File: src/rtl/irq_ctl_reg.sv
module irq_ctl_reg #(
  parameter int LVL_W = 16,
  parameter int DW    = 8
) (
  input  logic             clk,
  input  logic             rst_n,
  input  logic             wr_en,
  input  logic [DW-1:0]    wr_data,
  output logic [DW-1:0]    rd_data,
  input  logic [1:0]       tmr_hit,
  input  logic [1:0]       tmr_lim_rd,
  output logic [1:0]       tmr_flag,
  input  logic [1:0]       ser_req,
  input  logic             fd_req,
  output logic [LVL_W-1:0] irq_lvl
);
  localparam int B_MST = 0, B_S1 = 1, B_S4 = 2, B_S6 = 3, B_T0 = 5, B_T1 = 7;
  localparam int L_S1 = 1, L_S4 = 4, L_S6 = 6, L_T0 = 10, L_FD = 11, L_SER = 12, L_T1 = 14;
  localparam logic [LVL_W-1:0] USED = (LVL_W'(1) << L_S1) | (LVL_W'(1) << L_S4) |
    (LVL_W'(1) << L_S6) | (LVL_W'(1) << L_T0) | (LVL_W'(1) << L_FD) |
    (LVL_W'(1) << L_SER) | (LVL_W'(1) << L_T1);

  logic [DW-1:0]    ctl_q, ctl_d;
  logic [1:0]       flg_q, flg_d;
  logic [LVL_W-1:0] lvl_q, lvl_d;

  assign ctl_d = wr_en ? wr_data : ctl_q;
  assign flg_d = (flg_q & ~tmr_lim_rd) | tmr_hit;

  always_comb begin
    lvl_d        = '0;
    lvl_d[L_S1]  = ctl_d[B_MST] & ctl_d[B_S1];
    lvl_d[L_S4]  = ctl_d[B_MST] & ctl_d[B_S4];
    lvl_d[L_S6]  = ctl_d[B_MST] & ctl_d[B_S6];
    lvl_d[L_T0]  = ctl_d[B_MST] & ctl_d[B_T0] & flg_d[0];
    lvl_d[L_T1]  = ctl_d[B_MST] & ctl_d[B_T1] & flg_d[1];
    lvl_d[L_SER] = ctl_d[B_MST] & (|ser_req);
    lvl_d[L_FD]  = fd_req;
  end

  always_ff @(posedge clk or negedge rst_n) begin
    if (!rst_n) begin
      ctl_q <= '0;
      flg_q <= '0;
      lvl_q <= '0;
    end else begin
      ctl_q <= ctl_d;
      flg_q <= flg_d;
      lvl_q <= lvl_d;
    end
  end

  assign rd_data  = ctl_q;
  assign tmr_flag = flg_q;
  assign irq_lvl  = lvl_q;

  a_r3_master_off: assert property (@(posedge clk) disable iff (!rst_n)
    !ctl_q[B_MST] |-> (lvl_q & ~(LVL_W'(1) << L_FD)) == '0);

  a_r8_floppy_follow: assert property (@(posedge clk) disable iff (!rst_n)
    $changed(fd_req) |=> lvl_q[L_FD] == $past(fd_req));

  a_r9_limit_read_clears: assert property (@(posedge clk) disable iff (!rst_n)
    (tmr_lim_rd[0] && !tmr_hit[0]) |=> (!flg_q[0] && !lvl_q[L_T0]));

  a_r9_hit_sets: assert property (@(posedge clk) disable iff (!rst_n)
    tmr_hit[1] |=> flg_q[1]);

  a_r6_timer1_gate: assert property (@(posedge clk) disable iff (!rst_n)
    lvl_q[L_T1] |-> (flg_q[1] && ctl_q[B_T1] && ctl_q[B_MST]));

  a_r2_hold: assert property (@(posedge clk) disable iff (!rst_n)
    !wr_en |=> $stable(rd_data));

  a_r10_unused_quiet: assert property (@(posedge clk) disable iff (!rst_n)
    (lvl_q & ~USED) == '0);
endmodule

File: config.mk
export PLATFORM = sky130hd
export DESIGN_NAME = irq_ctl_reg
export DESIGN_NICKNAME = d
export VERILOG_FILES = /design/src/rtl/irq_ctl_reg.sv
export SDC_FILE = /design/constraint.sdc
export NUM_CORES = 1
export LEC_CHECK = 0
export ABC_CLOCK_PERIOD_IN_PS = 1100
export BUFFER_PORTS_ARGS = -buffer_cell sky130_fd_sc_hd__buf_2
export CAP_MARGIN = 0
export CORE_AREA = 8 8 51 53
export CTS_CLUSTER_DIAMETER = 100
export DETAILED_ROUTE_END_ITERATION = 16
export DIE_AREA = 0 0 59 61
export PLACE_DENSITY = 0.8
export REMOVE_ABC_BUFFERS = 1
export SLEW_MARGIN = 20
export SYNTH_ARGS = -nofsm -noshare
export SYNTH_HDL_FRONTEND = slang
export SYNTH_SLANG_ARGS = --single-unit
File: constraint.sdc
create_clock -name clk -period 1.1 [get_ports clk]
set_input_delay 0.11 -clock clk [delete_from_list [all_inputs] [get_ports clk]]
set_output_delay 0.11 -clock clk [all_outputs]
set_load 0.01 [all_outputs]
Yosys cells after proc, flatten, opt, wreduce, memory -nomap -nowiden --
Index checks and enable logic that the tools add are counted.
Storage, ports and cells: word-level logic and storage cells 17, bits in registers 17, input port bits 18, output and inout port bits 26
Operators by class: bitwise gates (word level) 11, muxes and demuxes 1, reductions and logical operators 1
Operators by type and width (count):
- bitwise AND 1 bit | 8
- two-way mux 8 bit | 1
- bitwise AND 2 bit | 1
- NOT 2 bit | 1
- OR 2 bit | 1
- OR reduction 2 bit | 1

Logic depth before layout (Yosys ltp) --
Gate-level depths: netlist (run 1).
word-level depth 4, depth in mapped cells 3, mapped depth without buffers 2

Worst setup path after synthesis (run 1) --
Ideal clock, no wire load.
kind flip-flop to flip-flop, start register ctl_q[0] (netlist: rd_data[0]), end register lvl_q[12] (netlist: irq_lvl[12]), data required time 971 ps, arrival 721 ps, setup slack 250 ps, setup time 129 ps, buffers on the path 0, clock period less this slack 850 ps, cell stages (with the launch flop) 3, cells stage by stage dfrtp_1 > mux2i_4 > nor2_1
On the way: cells in the longest elaborated chain, start to end 2
Ends and longest elaborated chain:
- start: declaration | RTL line 23 | logic [DW-1:0] ctl_q, ctl_d;
- start signal: assignment | RTL line 47 | ctl_q <= ctl_d;
- two-way mux 8 bit | RTL line 27 | assign ctl_d = wr_en ? wr_data : ctl_q;
- bitwise AND 1 bit | RTL line 37 | lvl_d[L_SER] = ctl_d[B_MST] & (|ser_req);
- net lvl_d[12] | RTL line 25 | logic [LVL_W-1:0] lvl_q, lvl_d;
- end signal: assignment | RTL line 49 | lvl_q <= lvl_d;
- end: declaration | RTL line 25
The timed path passes the listed nets, and every way through them passes these cells. A chain may end at the register's enable or synchronous reset.

Worst setup path in the final report (run 1) --
start register ctl_q[0] (netlist: rd_data[0]), end output port rd_data[0]
RTL lines:
- end: declaration | RTL line 9 | output logic [DW-1:0] rd_data,
No word-level cell between the ends.

==> results.txt, run 1 <==
Worst path max stage delay - 0.42 ns
internal power - 924.2 uW
Nets - 113
clk_skew - 0.008703 ns
Commonest cells post-synth - dfrtp_1 (17), buf_4 (9), inv_1 (8)
first-pass GRT wire length - 2.221 mm
Post-Synthesis Cells - 55
DR iter-0 viols - 5
Syn. warnings - 0
layout cells sized above 1 - 46.81%
Setup WS pre-CTS - 0.1957 ns
sw frac - 27.35%
WP buf/inv - 1
Post-synth ARST share - 100.0%
Tcrit/Tclk final - 88.23%
outcome - finished clean
EDFF count, synth - 0
die area - 0.003599 mm^2
# diodes - 0
Vias - 468
hold depth - 3
routed length per placed instance - 12.07 um
CTS Buf Count - 3
Tot GR Track Use - 8.388%
vias in the first global route - 509
GR Util met3 - 4.873%
max-slew violations - 0
RSZ-0062 raised after global routing - false
final instance area - 919.6 um^2
Setup Buffers After CTS - 0
initial core utilization - 37.84%
clock latency on the worst-skew pair - 0.29 ns
gp weighted congestion - 0.6681
sequential cell area - 425.4 um^2
Pwr per Cell Area - 1383 mW/mm^2
Setup crit start kind - flip-flop
Post-Syn Area - 696.9 um^2
worst r2r src - rd_data[0]$_DFF_PN0_
post-synthesis cell type count - 12
top-count cell post-synth - dfrtp_1
Top Family by Delay on Critical Path - flip-flops
largest net degree at the start of global routing - 18
slack of the worst reg-to-reg path - 0.22 ns
CP required - 0.99 ns
Filler Cells Inserted - 182
DP Area - 872.1 um^2
GR peak layer - met2
# setup viols final - 0
FF-to-FF path depth - 2
# port buffers - 34
VDD IR max - 625.5 uV
initial antenna violation count - 0
Synth area leaders - dfrtp_1 (61%), buf_4 (9.7%), mux2i_1 (7.2%)
net switching power - 348.0 uW
area occupied by multi-input gates - 192.7 um^2
core box area - 0.001842 mm^2
Die X - 59 um
drt first pass iters - 4
drt drc - 0
Hold Crit Class - input pin to flip-flop
worst setup margin - 0.1294 ns
H-tree levels - 1
cell taking the most area after synthesis - dfrtp_1
GRT overflow - 0
Die Span Y - 61 um
Yosys reg bits - 17
post-route ant nets - 0
CTS tree - built
CP Class - flip-flop to primary output
Via-to-Cell Ratio - 3.868
clock group share of total power - 25.6%
fmax - 1030 MHz
total power - 1.272 mW
top cell type's share of synthesized area - 61.04%
met1 Use GR - 8.437%
Crit path arrival time - 0.86 ns
Seq pwr share - 55.2%
Hold Slack - 0.02092 ns
P_leak - 0.5172 nW
Final Critical Period - 0.9706 ns
GR Util met2 - 13.40%
num rows - 16
critical path's slowest cell - dfrtp_1
area grow syn2layout - 31.96%
Max clock buf depth - 2
post-synthesis sequential area ratio - 61.04%
CTS sink count - 17
clock root cell - clkbuf_4
setup tns final - 0 ns
IO Pins - 44
max cap viols - 0
worst path cell trace - buf_2
critical path fanouts, max - 2
mean post-synth cell area - 12.67 um^2
CP Capture Type - primary output
Combinational Power Share - 19.1%
WHS Endpoint - tmr_flag[1]$_DFF_PN0_
Post-Route WL - 1.460 mm
Clock transition at path regs - 0.10 ns
Hold Startpoint - tmr_hit[1]
Post-synth top flop - dfrtp_1
Post-DP HPWL - 1.241 mm
capture point of the worst reg-to-reg path - irq_lvl[12]$_DFF_PN0_
Final Hold Vio Count - 0
power groups by stage:
stage               clock network (mW)  logic, mW  registers [mW]
floorplan                            0     0.0803           0.748
detailed placement                   0      0.243           0.716
global placement                     0      0.240           0.713
CTS                              0.343      0.249           0.703
global route                     0.368      0.268           0.709
finish                           0.326      0.243           0.703
timing repair:
item                      4_1_cts  5_1_grt
resized for setup               0        0
hold buffers                    2        0
hold endpoints to repair       18        0
registers in the layout, summed over array words and instances, names as in the netlist:
name / cells
rd_data: 8
irq_lvl: 7
tmr_flag: 2
metrics by stage:
stage | std cells | utilization (%)
global placement | 115 | 47.35
finish | 121 | 49.93
floorplan | 53 | -
CTS | 121 | 49.93
global route | 121 | 49.93
detailed placement | 115 | 47.35
worst max path at each step:
stage / depth (start not counted) / start / to / slack (ns)
detailed placement: 4 / wr_en / rd_data[5]$_DFF_PN0_ / 0.20
finish: 1 / rd_data[0]$_DFF_PN0_ / rd_data[0] / 0.13
global route: 1 / rd_data[0]$_DFF_PN0_ / rd_data[0] / 0.09
floorplan: 2 / rd_data[0]$_DFF_PN0_ / irq_lvl[12]$_DFF_PN0_ / 0.25
global placement: 4 / wr_en / irq_lvl[14]$_DFF_PN0_ / 0.24
CTS: 1 / rd_data[0]$_DFF_PN0_ / rd_data[0] / 0.12
cells by family (layout without fill, tap and decap cells):
family / Yosys count / after routing / synth area share, %
mux: 8 / 8 / 13.64
other cells: 1 / 9 / 0.5381
compound gates: 2 / 2 / 3.590
flops: 17 / 17 / 61.04
buf+inv: 18 / 49 / 15.62
simple gates: 9 / 9 / 5.566
metal layers:
layer | vias to the layer above | part of all wire (%)
li1 | 232 | -
met1 | 212 | 37
met2 | 24 | 51
met3 | 0 | 12
met4 | 0 | 0
met5 | - | 0
layout make-up:
cell class	instances	area share, %
flip-flops and latches	17	46.26
repair buffers	37	22.86
multi-input cells	28	20.95
well taps	27	3.673
inverters	8	3.265
clock buffers	3	2.449
clock inverters	1	0.5442
cells in the final DEF, fill, tap and decap left out:
cell,instances
dlygate4sd3_1,2
conb_1,9
mux2i_4,1
inv_1,8
nor2_1,5
mux2i_1,5
clkbuf_4,3
mux2_2,2
a211oi_2,2
clkinv_2,1
dfrtp_1,17
buf_12,1
buf_2,34
nand2b_1,2
nand2_1,2
worst register-to-register path: stages (launching register included):
cell	delay, ns
dfrtp_1	0.42
mux2i_4	0.26
nor2_1	0.09
Note: power is estimated with default switching activity, not from simulation.
==> inputs of run 2 (changes only) <==
--- a/config.mk
+++ b/config.mk
@@ -5,11 +5,11 @@
 export SDC_FILE = /design/constraint.sdc
 export NUM_CORES = 1
 export LEC_CHECK = 0
-export ABC_CLOCK_PERIOD_IN_PS = 1100
+export ABC_CLOCK_PERIOD_IN_PS = 900
 export BUFFER_PORTS_ARGS = -buffer_cell sky130_fd_sc_hd__buf_2
 export CAP_MARGIN = 0
 export CORE_AREA = 8 8 51 53
-export CTS_CLUSTER_DIAMETER = 100
+export CTS_CLUSTER_DIAMETER = 30
 export DETAILED_ROUTE_END_ITERATION = 16
 export DIE_AREA = 0 0 59 61
 export PLACE_DENSITY = 0.8
==> constraint.sdc (replaced) <==
create_clock -name clk -period 0.9 [get_ports clk]
set_input_delay 0.135 -clock clk [delete_from_list [all_inputs] [get_ports clk]]
set_output_delay 0.135 -clock clk [all_outputs]
set_load 0.01 [all_outputs]
==> run 2 against run 1 <==
- the flow now finishes with violations (negative setup slack)
- register-to-register slack got worse by 0.20 ns
- cell count grew 3.3%
- worst setup slack worse by 0.20 ns
==> results.txt, run 2 (synthesis results as in run 1) <==
placed insts - 116
Tcrit/Tclk final - 108.3%
Tot GR Track Use - 9.035%
max FFs per register - 8
Crit path arrival time - 0.84 ns
P_leak - 0.5451 nW
max-slew violations - 0
num rows - 16
Seq pwr share - 53.6%
CTS Buf Count - 3
sw frac - 26.68%
VDD IR max - 876.6 uV
post-route ant nets - 0
vias in the first global route - 521
Combinational Power Share - 21.8%
H-tree levels - 1
slack of the worst reg-to-reg path - 0.02 ns
Vias - 486
clk_skew - 0.005718 ns
largest net degree at the start of global routing - 18
Setup crit start kind - flip-flop
Top Family by Delay on Critical Path - flip-flops
initial antenna violation count - 0
Via-to-Cell Ratio - 3.888
CP Capture Type - primary output
area grow syn2layout - 41.65%
clock group share of total power - 24.6%
gp weighted congestion - 0.6653
Hold Crit Class - input pin to flip-flop
CP required - 0.76 ns
layout cells sized above 1 - 48.98%
Die Span Y - 61 um
Die X - 59 um
core box area - 0.001842 mm^2
worst setup margin - -0.07512 ns
Hold Slack - 0.04904 ns
most frequent cells in the layout - buf_2 (31), dfrtp_1 (17), conb_1 (9), inv_1 (8), nor2_1 (5)
die area - 0.003599 mm^2
Final Hold Vio Count - 0
utilization after layout - 53.60%
# setup viols final - 17
GRT overflow - 0
Worst path max stage delay - 0.42 ns
outcome - finished with violations
Max clock buf depth - 2
max cap viols - 0
routed length per placed instance - 12.29 um
setup tns final - -0.6721 ns
CP Class - flip-flop to primary output
# diodes - 0
IO Pins - 44
drt first pass iters - 3
commonest non-fill, non-tap cell in the layout - buf_2
internal power - 1.181 mW
Pwr per Cell Area - 1631 mW/mm^2
initial core utilization - 37.84%
Final Critical Period - 0.9751 ns
Final Non-Filler Cells - 125
Nets - 117
worst path cell trace - buf_6
net switching power - 429.7 uW
critical path's slowest cell - dfrtp_1
Post-DP HPWL - 1.194 mm
drt drc - 0
Clock transition at path regs - 0.09 ns
fmax - 1026 MHz
total power - 1.610 mW
clock root cell - clkbuf_4
first-pass GRT wire length - 2.373 mm
WP buf/inv - 1
CTS tree - built
Post-Route WL - 1.536 mm
critical path fanouts, max - 2
RSZ-0062 raised after global routing - true
CTS sink count - 17
DR iter-0 viols - 2
failing checks - negative setup slack
clock latency on the worst-skew pair - 0.29 ns
# port buffers - 34
==> run 2: cell types whose count changed in the layout (fill, tap and decap cells not counted), sizes merged <==
cell | before | now
clkbuf | 3 | 4
clkinv | 1 | 0
buf | 35 | 39
==> run 2: metal layers <==
metal,routed length (um),global-route usage (%)
met3,165,4.873
met1,574,8.776
met2,756,14.64
met5,0,0
met4,40,6.143
==> run 2: what timing repair did <==
item                                   4_1_cts  5_1_grt
setup buffers                                2        1
gates resized for setup                      1        6
pin swaps                                    2        0
hold buffers                                 2        0
setup endpoints to repair                   17       25
endpoints found under the hold margin       18        0
==> run 2: layout make-up <==
type                            instances  area [um^2]
Clock buffer                            4        26.28
Fill cell                             178        854.6
Inverter                                8        30.03
Multi-Input combinational cell         28        209.0
Sequential cell                        17        425.4
Tap cell                               27        33.78
Timing Repair Buffer                   41        262.8
==> run 2: worst paths after layout <==
check / startpoint / end / cells after the start
min in group asynchronous: rst_n / irq_lvl[4]$_DFF_PN0_ / 2
min reg2reg: rd_data[6]$_DFFE_PN0P_ / rd_data[6]$_DFFE_PN0P_ / 1
min: tmr_hit[0] / tmr_flag[0]$_DFF_PN0_ / 3
max in group asynchronous: rst_n / rd_data[0]$_DFF_PN0_ / 2
max reg2reg: rd_data[4]$_DFFE_PN0P_ / rd_data[4]$_DFFE_PN0P_ / 2
max: rd_data[0]$_DFF_PN0_ / rd_data[0] / 1
==> run 2: power by group through the flow <==
| stage | combinational [mW] | sequential, mW | clock [mW] |
|---|---|---|---|
| floorplan | 0.0982 | 0.914 | 0 |
| global placement | 0.296 | 0.872 | 0 |
| detailed placement | 0.300 | 0.876 | 0 |
| CTS | 0.324 | 0.861 | 0.413 |
| global route | 0.388 | 0.871 | 0.444 |
| finish | 0.351 | 0.864 | 0.396 |
==> run 2: metrics by stage <==
step	setup slack (ns)	area, um^2
2_1_floorplan	0.05028	648.1
3_3_place_gp	0.03241	879.6
3_5_place_dp	0.005457	879.6
4_1_cts	-0.09449	947.2
5_1_grt	-0.1121	987.2
6_report	-0.07512	987.2
==> inputs of run 3 (changes only) <==
--- a/config.mk
+++ b/config.mk
@@ -8,11 +8,11 @@
 export ABC_CLOCK_PERIOD_IN_PS = 900
 export BUFFER_PORTS_ARGS = -buffer_cell sky130_fd_sc_hd__buf_2
 export CAP_MARGIN = 0
-export CORE_AREA = 8 8 51 53
+export CORE_AREA = 8 8 72 49
 export CTS_CLUSTER_DIAMETER = 30
 export DETAILED_ROUTE_END_ITERATION = 16
-export DIE_AREA = 0 0 59 61
-export PLACE_DENSITY = 0.8
+export DIE_AREA = 0 0 80 57
+export PLACE_DENSITY = 0.64
 export REMOVE_ABC_BUFFERS = 1
 export SLEW_MARGIN = 20
 export SYNTH_ARGS = -nofsm -noshare
==> run 3 against run 2 <==
- the flow still finishes with violations (negative setup slack)
- power increased by 10%
- non-clock buffer count unchanged
- combinational power about the same
- sequential share of layout area decreased by 1.1 points
- clock skew about the same
- cell count increased by 5.6%
- worst setup slack improved by 0.014 ns
- largest power group unchanged
==> results.txt, run 3 (synthesis results as in run 1) <==
max-slew violations - 0
die area - 0.004560 mm^2
Hold Startpoint - tmr_hit[0]
Post-DP HPWL - 1.346 mm
critical path's slowest cell - dfrtp_1
clock latency on the worst-skew pair - 0.25 ns
Tcrit/Tclk final - 106.8%
total power - 1.774 mW
Die Span Y - 57 um
# port buffers - 34
Setup crit start kind - flip-flop
CP Class - flip-flop to primary output
internal power - 1.322 mW
worst r2r src - rd_data[0]$_DFF_PN0_
# setup viols final - 4
Pwr per Cell Area - 1753 mW/mm^2
Hold Crit Class - input pin to flip-flop
Top Family by Delay on Critical Path - flip-flops
clk_skew - 0.005416 ns
most frequent cells in the layout - buf_2 (31), dfrtp_1 (17), conb_1 (9), inv_1 (7)
IO Pins - 44
Filler Cells Inserted - 274
routed length per placed instance - 12.40 um
worst path cell trace - buf_2
outcome - finished with violations
WP buf/inv - 1
Tot GR Track Use - 7.335%
worst setup margin - -0.06106 ns
Crit path depth - 1
initial antenna violation count - 0
post-route ant nets - 0
DR iter-0 viols - 8
area grow syn2layout - 45.24%
Crit. Startpoint - rd_data[0]$_DFF_PN0_
vias in the first global route - 540
Worst path max stage delay - 0.42 ns
initial core utilization - 26.91%
sequential cell area - 425.4 um^2
Via-to-Cell Ratio - 3.644
gp weighted congestion - 0.6394
VDD IR max - 780.3 uV
max FFs per register - 8
CP Capture Type - primary output
Die X - 80 um
Final Critical Period - 0.9611 ns
# diodes - 0
RSZ-0062 raised after global routing - true
net switching power - 452.8 uW
Nets - 117
layout cells sized above 1 - 53.06%
CTS Buf Count - 3
max cap viols - 0
largest net degree at the start of global routing - 18
critical path fanouts, max - 2
Clock transition at path regs - 0.07 ns
core box area - 0.002590 mm^2
CTS tree - built
Max clock buf depth - 2
sw frac - 25.52%
Seq pwr share - 49.0%
Final Hold Vio Count - 0
drt first pass iters - 3
Combinational Power Share - 19.8%
drt drc - 0
P_leak - 0.5484 nW
Vias - 481
Crit path arrival time - 0.83 ns
clock root cell - clkbuf_8
GRT overflow - 0
num rows - 15
H-tree levels - 1
Hold Slack - 0.08921 ns
setup tns final - -0.07308 ns
CP required - 0.76 ns
FF-to-FF path depth - 3
clock group share of total power - 31.2%
fmax - 1041 MHz
CTS sink count - 17
area occupied by multi-input gates - 202.7 um^2
first-pass GRT wire length - 2.539 mm
Post-Route WL - 1.637 mm
commonest non-fill, non-tap cell in the layout - buf_2
failing checks - negative setup slack
hold depth - 3
[run 3: area by class of cell]
class	count	share of cell area (%)
flip-flops and latches	17	42.03
repair buffers	41	26.33
multi-input cells	28	20.02
clock buffers	4	4.450
well taps	34	4.203
inverters	8	2.967
[run 3: what timing repair did]
action                                  in CTS  in global routing
pin swaps                                    0                  2
buffers inserted                             1                  0
gates resized for setup                      2                  8
endpoints found under the setup margin      14                 24
hold buffers                                 2                  0
gates cloned                                 0                  0
hold endpoints to repair                    18                  0
[run 3: through the flow]
step                utilization (%)  instance area, um^2  std cells  setup slack, ns
floorplan                         -                648.1         53          0.05028
global placement              34.88                903.4        125         -0.04403
detailed placement            34.88                903.4        125         -0.01318
CTS                           37.97                983.4        132         -0.07671
global route                  39.08                 1012        132         -0.09415
finish                        39.08                 1012        132         -0.06106
[run 3: worst paths after layout]
path	slack, ns	end
max	-0.06	rd_data[0]
min	0.09	tmr_flag[0]$_DFF_PN0_
min in group asynchronous	0.33	rd_data[0]$_DFF_PN0_
max reg2reg	0	irq_lvl[4]$_DFF_PN0_
max in group asynchronous	0.30	irq_lvl[4]$_DFF_PN0_
min reg2reg	0.52	rd_data[1]$_DFF_PN0_
[run 3: power by group through the flow]
stage	clock (mW)	sequential, mW	combinational, mW
2_1_floorplan	0	0.914	0.0982
3_5_place_dp	0	0.879	0.316
5_1_grt	0.619	0.877	0.387
3_3_place_gp	0	0.874	0.315
6_report	0.554	0.869	0.352
4_1_cts	0.582	0.866	0.337
[run 3: metal layers]
metal | track usage, % | vias up | routed length (um)
met5 | 0 | - | 0
met4 | 0 | 0 | 0
met3 | 4.859 | 0 | 154
met2 | 10.22 | 27 | 665
met1 | 9.665 | 218 | 817
li1 | - | 236 | -
